==> src/rtl/wdt_lfsr_pkg.sv <==
package wdt_lfsr_pkg;

  // Controller states
  typedef enum logic [1:0] {
    WD_IDLE = 2'd0,  // stopped, seed writes accepted
    WD_RUN  = 2'd1,  // counting, service writes judged
    WD_HALT = 2'd2   // after a reset request, waits for enable low
  } wd_state_e;

endpackage

==> src/rtl/wdt_keygen.sv <==
module wdt_keygen #(
  parameter int unsigned           KEY_W    = 8,
  parameter logic [KEY_W-1:0]      KEY_TAPS = 8'h63
) (
  input  logic             clk,
  input  logic             rst_n,
  input  logic             seed_we,
  input  logic [KEY_W-1:0] seed_in,
  input  logic             arm,
  input  logic             adv,
  output logic [KEY_W-1:0] key_o,
  output logic             seed_zero_o
);

  logic [KEY_W-1:0] seed_q;
  logic [KEY_W-1:0] key_q;
  logic [KEY_W-1:0] key_shift;
  logic [KEY_W-1:0] key_next;

  // Galois-style step: shift left, fold taps when the MSB leaves
  assign key_shift = {key_q[KEY_W-2:0], 1'b0};
  assign key_next  = key_q[KEY_W-1] ? (key_shift ^ KEY_TAPS) : key_shift;

  always_ff @(posedge clk or negedge rst_n) begin
    if (!rst_n) begin
      seed_q <= '0;
    end else if (seed_we) begin
      seed_q <= seed_in;
    end
  end

  always_ff @(posedge clk or negedge rst_n) begin
    if (!rst_n) begin
      key_q <= '0;
    end else if (arm) begin
      key_q <= seed_q;
    end else if (adv) begin
      key_q <= key_next;
    end
  end

  assign key_o       = key_q;
  assign seed_zero_o = (seed_q == '0);

  // a nonzero key never steps into the all-zero lock state
  a_r1_key_nonzero : assert property (@(posedge clk) disable iff (!rst_n)
    (adv && !arm && key_q != '0) |=> (key_q != '0));

  // key holds unless armed or advanced by an accepted service write
  a_r3_key_hold : assert property (@(posedge clk) disable iff (!rst_n)
    (!adv && !arm) |=> $stable(key_q));

  // arming copies the stored seed
  a_r2_arm_seed : assert property (@(posedge clk) disable iff (!rst_n)
    (arm && !seed_we) |=> (key_q == seed_q));

endmodule

==> src/rtl/wdt_countdown.sv <==
module wdt_countdown #(
  parameter int unsigned CNT_W = 16
) (
  input  logic             clk,
  input  logic             rst_n,
  input  logic             load,
  input  logic [CNT_W-1:0] load_val,
  input  logic             dec,
  output logic             zero_o
);

  logic [CNT_W-1:0] cnt_q;

  always_ff @(posedge clk or negedge rst_n) begin
    if (!rst_n) begin
      cnt_q <= '0;
    end else if (load) begin
      cnt_q <= load_val;
    end else if (dec && cnt_q != '0) begin
      cnt_q <= cnt_q - 1'b1;
    end
  end

  assign zero_o = (cnt_q == '0);

  // a reload takes the programmed value
  a_r6_reload : assert property (@(posedge clk) disable iff (!rst_n)
    load |=> (cnt_q == $past(load_val)));

  // a decrement removes exactly one
  a_r7_dec_one : assert property (@(posedge clk) disable iff (!rst_n)
    (dec && !load && cnt_q != '0) |=> (cnt_q == CNT_W'($past(cnt_q) - 1'b1)));

  // the count never wraps past zero
  a_r7_no_wrap : assert property (@(posedge clk) disable iff (!rst_n)
    (!load && cnt_q == '0) |=> (cnt_q == '0));

endmodule

==> src/rtl/wdt_ctrl.sv <==
module wdt_ctrl
  import wdt_lfsr_pkg::*;
(
  input  logic clk,
  input  logic rst_n,
  input  logic enable,
  input  logic secure,
  input  logic wr_fire,
  input  logic data_match,
  input  logic seed_zero,
  input  logic cnt_zero,
  output logic seed_we,
  output logic arm,
  output logic adv,
  output logic reload,
  output logic dec,
  output logic wr_ready,
  output logic reset_req
);

  wd_state_e state_q, state_d;
  logic      secure_q, secure_d;
  logic      fire;
  logic      req_q;

  always_comb begin
    state_d  = state_q;
    secure_d = secure_q;
    seed_we  = 1'b0;
    arm      = 1'b0;
    adv      = 1'b0;
    reload   = 1'b0;
    dec      = 1'b0;
    fire     = 1'b0;
    unique case (state_q)
      WD_IDLE: begin
        seed_we = wr_fire;
        if (enable) begin
          arm      = 1'b1;
          reload   = 1'b1;
          secure_d = secure;
          if (secure && seed_zero) begin
            fire    = 1'b1;
            state_d = WD_HALT;
          end else begin
            state_d = WD_RUN;
          end
        end
      end
      WD_RUN: begin
        if (!enable) begin
          state_d = WD_IDLE;
        end else if (wr_fire) begin
          if (!secure_q || data_match) begin
            reload = 1'b1;
            adv    = secure_q;
          end else begin
            fire    = 1'b1;
            state_d = WD_HALT;
          end
        end else if (cnt_zero) begin
          fire    = 1'b1;
          state_d = WD_HALT;
        end else begin
          dec = 1'b1;
        end
      end
      WD_HALT: begin
        if (!enable) begin
          state_d = WD_IDLE;
        end
      end
      default: state_d = WD_IDLE;
    endcase
  end

  always_ff @(posedge clk or negedge rst_n) begin
    if (!rst_n) begin
      state_q  <= WD_IDLE;
      secure_q <= 1'b0;
      req_q    <= 1'b0;
    end else begin
      state_q  <= state_d;
      secure_q <= secure_d;
      req_q    <= fire;
    end
  end

  assign wr_ready  = (state_q != WD_HALT);
  assign reset_req = req_q;

  // the request lasts one cycle
  a_r8_pulse : assert property (@(posedge clk) disable iff (!rst_n)
    reset_req |=> !reset_req);

  // no writes are taken while the request is showing
  a_r8_halt_ready : assert property (@(posedge clk) disable iff (!rst_n)
    reset_req |-> !wr_ready);

  // wrong key in secure mode requests reset next cycle
  a_r4_mismatch : assert property (@(posedge clk) disable iff (!rst_n)
    (state_q == WD_RUN && enable && wr_fire && secure_q && !data_match) |=> reset_req);

  // correct key gives no request
  a_r3_match : assert property (@(posedge clk) disable iff (!rst_n)
    (state_q == WD_RUN && enable && wr_fire && secure_q && data_match) |=> !reset_req);

  // plain mode never judges the data
  a_r6_plain : assert property (@(posedge clk) disable iff (!rst_n)
    (state_q == WD_RUN && enable && wr_fire && !secure_q) |=> !reset_req);

  // expiry without service requests reset
  a_r7_timeout : assert property (@(posedge clk) disable iff (!rst_n)
    (state_q == WD_RUN && enable && !wr_fire && cnt_zero) |=> reset_req);

  // zero seed in secure mode fails at start
  a_r5_zero_seed : assert property (@(posedge clk) disable iff (!rst_n)
    (state_q == WD_IDLE && enable && secure && seed_zero) |=> reset_req);

  // latched mode holds while running
  a_r10_mode_hold : assert property (@(posedge clk) disable iff (!rst_n)
    (state_q == WD_RUN) |=> $stable(secure_q));

endmodule

==> src/rtl/wdt_lfsr_guard.sv <==
module wdt_lfsr_guard #(
  parameter int unsigned      CNT_W    = 16,
  parameter int unsigned      KEY_W    = 8,
  parameter logic [KEY_W-1:0] KEY_TAPS = 8'h63
) (
  input  logic             clk,
  input  logic             rst_n,
  input  logic             cfg_enable,
  input  logic             cfg_secure,
  input  logic [CNT_W-1:0] cfg_load_val,
  input  logic             wr_valid,
  output logic             wr_ready,
  input  logic [KEY_W-1:0] wr_data,
  output logic             reset_req
);

  logic             wr_fire;
  logic             data_match;
  logic [KEY_W-1:0] key;
  logic             seed_zero;
  logic             cnt_zero;
  logic             seed_we;
  logic             arm;
  logic             adv;
  logic             reload;
  logic             dec;

  assign wr_fire    = wr_valid & wr_ready;
  assign data_match = (wr_data == key);

  wdt_keygen #(
    .KEY_W    (KEY_W),
    .KEY_TAPS (KEY_TAPS)
  ) u_keygen (
    .clk         (clk),
    .rst_n       (rst_n),
    .seed_we     (seed_we),
    .seed_in     (wr_data),
    .arm         (arm),
    .adv         (adv),
    .key_o       (key),
    .seed_zero_o (seed_zero)
  );

  wdt_countdown #(
    .CNT_W (CNT_W)
  ) u_count (
    .clk      (clk),
    .rst_n    (rst_n),
    .load     (reload),
    .load_val (cfg_load_val),
    .dec      (dec),
    .zero_o   (cnt_zero)
  );

  wdt_ctrl u_ctrl (
    .clk        (clk),
    .rst_n      (rst_n),
    .enable     (cfg_enable),
    .secure     (cfg_secure),
    .wr_fire    (wr_fire),
    .data_match (data_match),
    .seed_zero  (seed_zero),
    .cnt_zero   (cnt_zero),
    .seed_we    (seed_we),
    .arm        (arm),
    .adv        (adv),
    .reload     (reload),
    .dec        (dec),
    .wr_ready   (wr_ready),
    .reset_req  (reset_req)
  );

endmodule

==> config.mk <==
export PLATFORM = sky130hd
export DESIGN_NAME = wdt_lfsr_guard
export DESIGN_NICKNAME = d
export VERILOG_FILES = /design/src/rtl/wdt_lfsr_pkg.sv /design/src/rtl/wdt_keygen.sv /design/src/rtl/wdt_countdown.sv /design/src/rtl/wdt_ctrl.sv /design/src/rtl/wdt_lfsr_guard.sv
export SDC_FILE = /design/constraint.sdc
export NUM_CORES = 1
export LEC_CHECK = 0
export BUFFER_PORTS_ARGS = -buffer_cell sky130_fd_sc_hd__buf_2
export CAP_MARGIN = 10
export CORE_MARGIN = 5
export CORE_UTILIZATION = 40
export CTS_BUF_LIST = sky130_fd_sc_hd__clkbuf_8
export DETAILED_ROUTE_END_ITERATION = 10
export GPL_ROUTABILITY_DRIVEN = 0
export GPL_TIMING_DRIVEN = 0
export PLACE_DENSITY = 0.68
export SLEW_MARGIN = 30
export SYNTH_ARGS = -nofsm -noshare
export SYNTH_HDL_FRONTEND = slang
export SYNTH_SLANG_ARGS = --single-unit
==> constraint.sdc <==
create_clock -name clk -period 2.35 [get_ports clk]
set_input_delay 0.235 -clock clk [delete_from_list [all_inputs] [get_ports clk]]
set_output_delay 0.235 -clock clk [all_outputs]
set_load 0.02 [all_outputs]
==> results.json <==
{
  "p_clk_share_pct": 26.7,
  "r2r-end": "u_count.cnt_q[1]",
  "fin_util_pct": 51.3,
  "final.setup_skew_ps": 6.60,
  "synth_edf_count": 0,
  "finalPower_mw": 2.10,
  "nFillCells": 437,
  "slew_viol_final": 0,
  "cts_buffers": 5,
  "grt_max_degree": 37,
  "syn_nets": 241,
  "syn_avg_cell_area_um2": 9.31,
  "setup_violations": 8,
  "yosysWarnings": 0,
  "p_int_mw": 1.40,
  "port_buffers": 30,
  "failed_checks": "negative setup slack",
  "p_sw_share_pct": 33.6,
  "synth.distinct_cells": 39,
  "syn-cell-area_mm2": 0.00196,
  "synth_top_area_cell": "dfrtp_1",
  "antenna_found_initial": 0,
  "crit_chain": "or4_4, or4b_4, o31a_1, o21ai_2, buf_4, a22oi_1, o21ai_1",
  "drt_iter0_drc": 125,
  "setup-tns-final_ps": -166,
  "arrival_ps": 2610,
  "clock_sinks": 36,
  "fin_crit_sh_pct": 102,
  "rsz0062_at_grt": "yes",
  "initial_core_util_pct": 41.4,
  "clock_path_buffers": 2,
  "max_freq_mhz": 419,
  "rr_startpoint": "u_count.cnt_q[5]",
  "min_period_ps": 2390,
  "cp.required_ps": 2570,
  "dpl.hpwl_mm": 3.25,
  "fin_ws_ps": -38.1,
  "critPathLaunch": "u_count.cnt_q[5]",
  "synthesis.instances": 210,
  "antenna_cells": 0,
  "min_path_type": "input port to asynchronous set/reset pin",
  "synth_seq_cells": 36,
  "cap_violations": 0,
  "status": "complete, but fails checks",
  "reg2reg_setup_slack_ps": -40,
  "cp.buffers_inverters": 1,
  "dieHeight_um": 79.9,
  "ant_nets": 0,
  "critPathMaxStageDelay_ps": 540,
  "routed_wl_mm": 4.60,
  "switchingPower_mw": 0.706,
  "tightest_slew_ps": 786,
  "max-slew-margin-rel_pct": 47.6,
  "crit_path_top_delay_cell": "or4_4",
  "ys_async_sr_fraction_pct": 100,
  "cp-end-kind": "register",
  "vdd_drop_max_mv": 0.361,
  "dieArea_mm2": 0.00639,
  "cts-root-buf": "clkbuf_8",
  "critPathMaxFanout": 5,
  "fin_area_mm2": 0.00242,
  "final_layout_size_suffix_gt1_share_pct": 28.3,
  "grt_first_pass_wirelength_mm": 7.44,
  "drc_errors": 0,
  "via_count": 1703,
  "pwr-share-comb_pct": 28.2,
  "path_clk_slew_ps": 80,
  "dieWidth_um": 79.9,
  "postPlaceCellArea_mm2": 0.00219,
  "fin_nets": 284,
  "synth_top_area_share_pct": 46.1,
  "first_pass_iters": 4,
  "vias_per_cell": 5.31,
  "seq_power_share_pct": 45.1,
  "synth_most_common_cell": "dfrtp_1",
  "row_count": 25,
  "p_per_area_mw_per_mm2": 867,
  "wire_per_inst_um": 14.3,
  "ctsHoldBuffers": 0,
  "grt_pass1_vias": 1633,
  "num_io_pins": 31,
  "synthTopCellsByArea": "dfrtp_1 46%, xnor2_1 6.3%, nand2_1 5.2%, mux2_2 3.5%, nor2_1 3.1%",
  "area_growth_pct": 24.0,
  "synth_commonest_cells": "36 x dfrtp_1, 27 x nand2_1, 16 x nor2_1, 14 x xnor2_1, 11 x o21ai_0",
  "p_leak_nw": 1.02,
  "cts_tree": "built",
  "crit_family": "simple AND/OR/NAND/NOR gates",
  "ys.flop_type": "dfrtp_1",
  "grt_remaining_overflow": 0,
  "core_mm2": 0.00472,
  "h-tree-depth": 2,
  "rr_worst_depth": 7,
  "clk-insertion-delay-late_ps": 290,
  "yosysSeqAreaShare_pct": 46.1,
  "grtUsageTotal_pct": 14.9,
  "hold_viol": 0,
  "setup.worst_path.start_class": "register",
  "worst-setup-path-type": "register to register"
}
-- cells in the final DEF (no fill, tap or decap), drive strengths merged, types with 2 or more instances in the layout --
master  netlist  layout
nor2         17      17
nand4         2       2
ha            2       2
nand2        27      27
a31oi         4       4
o21a          2       2
nor2b         2       2
dfrtp        36      36
a21oi        10      10
nor3          4       4
o211ai        7       7
and4b         2       2
buf           3      41
o31ai         2       2
nand2b        4       4
xnor2        14      14
nor3b         2       2
nor4          8       8
nand3         3       3
o22ai         3       3
mux2i         2       2
a22oi         2       2
a221o         3       3
inv           9      10
o21ai        21      21
clkbuf        5       8
mux2          6       6
-- kinds of logic (layout without fill, tap and decap cells) --
kind of cell               after synthesis  after routing  synth area share (%)
and+or+nand+nor                         74             74                  18.7
muxes                                    8              8                  4.48
buffers and inverters                   17             61                  3.58
DFF                                     36             36                  46.1
adders and majority gates                2              2                  1.28
xor gates and xnor gates                14             14                  6.27
AOI/OAI and AO/OA                       59             59                  19.6
-- power by group through the flow --
stage / Sequential (mW) / Clock (mW) / Combinational (mW)
6_report: 0.949 / 0.561 / 0.593
5_1_grt: 0.972 / 0.605 / 0.668
4_1_cts: 0.924 / 0.578 / 0.601
3_5_place_dp: 0.940 / 0 / 0.549
3_3_place_gp: 0.936 / 0 / 0.536
2_1_floorplan: 0.905 / 0 / 0.425
-- repair_timing --
action	in CTS	in global routing
pin swaps	3	6
gates resized for setup	11	9
setup buffers	6	1
endpoints found under the hold margin	0	0
cloned	1	0
setup endpoints to repair	14	17
-- state kept, by name (all words and copies together) (netlist names) --
name	flops
u_ctrl.secure_q	1
u_keygen.seed_q	8
u_keygen.key_o	8
u_ctrl.reset_req	1
u_count.cnt_q	16
u_ctrl.state_q	2
-- metal layers --
layer	share of wire, %	GRT usage [%]	up-vias	routed length, um
li1	-	-	843	-
met2	48	23.6	41	2230
met1	45	19.5	813	2090
met3	4.5	3.72	6	209
met4	1.6	5.74	0	75
met5	0	0	-	0
-- per-stage QoR --
step / worst slack (ps) / hold slack (ps) / cells
finish: -38.1 / 17.6 / 321
global route: -111 / 80.9 / 321
CTS: -20.2 / 48.1 / 322
detailed placement: -131 / 369 / 307
global placement: -132 / 369 / 307
floorplan: 39.5 / -60.6 / 210
-- how the worst max path moves through the flow --
stage / slack [ps] / end / cells past startpoint
after floorplan: 40 / u_count.cnt_q[13] / 6
after global placement: -130 / u_count.cnt_q[14] / 7
after detailed placement: -130 / u_count.cnt_q[14] / 7
after CTS: -20 / u_count.cnt_q[3] / 7
after global routing: -110 / u_count.cnt_q[1] / 7
final: -40 / u_count.cnt_q[1] / 7
-- layout make-up --
class	count	area (um^2)	area share [%]
Buffer	6	40.0	1.65
Clock buffer	5	68.8	2.84
Clock inverter	3	46.3	1.91
Inverter	9	33.8	1.39
Multi-Input combinational cell	157	1040	42.7
Sequential cell	36	902	37.2
Tap cell	67	83.8	3.46
Timing Repair Buffer	38	214	8.82
-- worst register-to-register path: stages, from the launching register on --
cell     delay (ps)
dfrtp_1         400
or4_4           540
or4b_4          530
o31a_1          290
o21ai_2         220
buf_4           200
a22oi_1          80
o21ai_1          80
No activity file was read; power rests on OpenSTA's default activity.
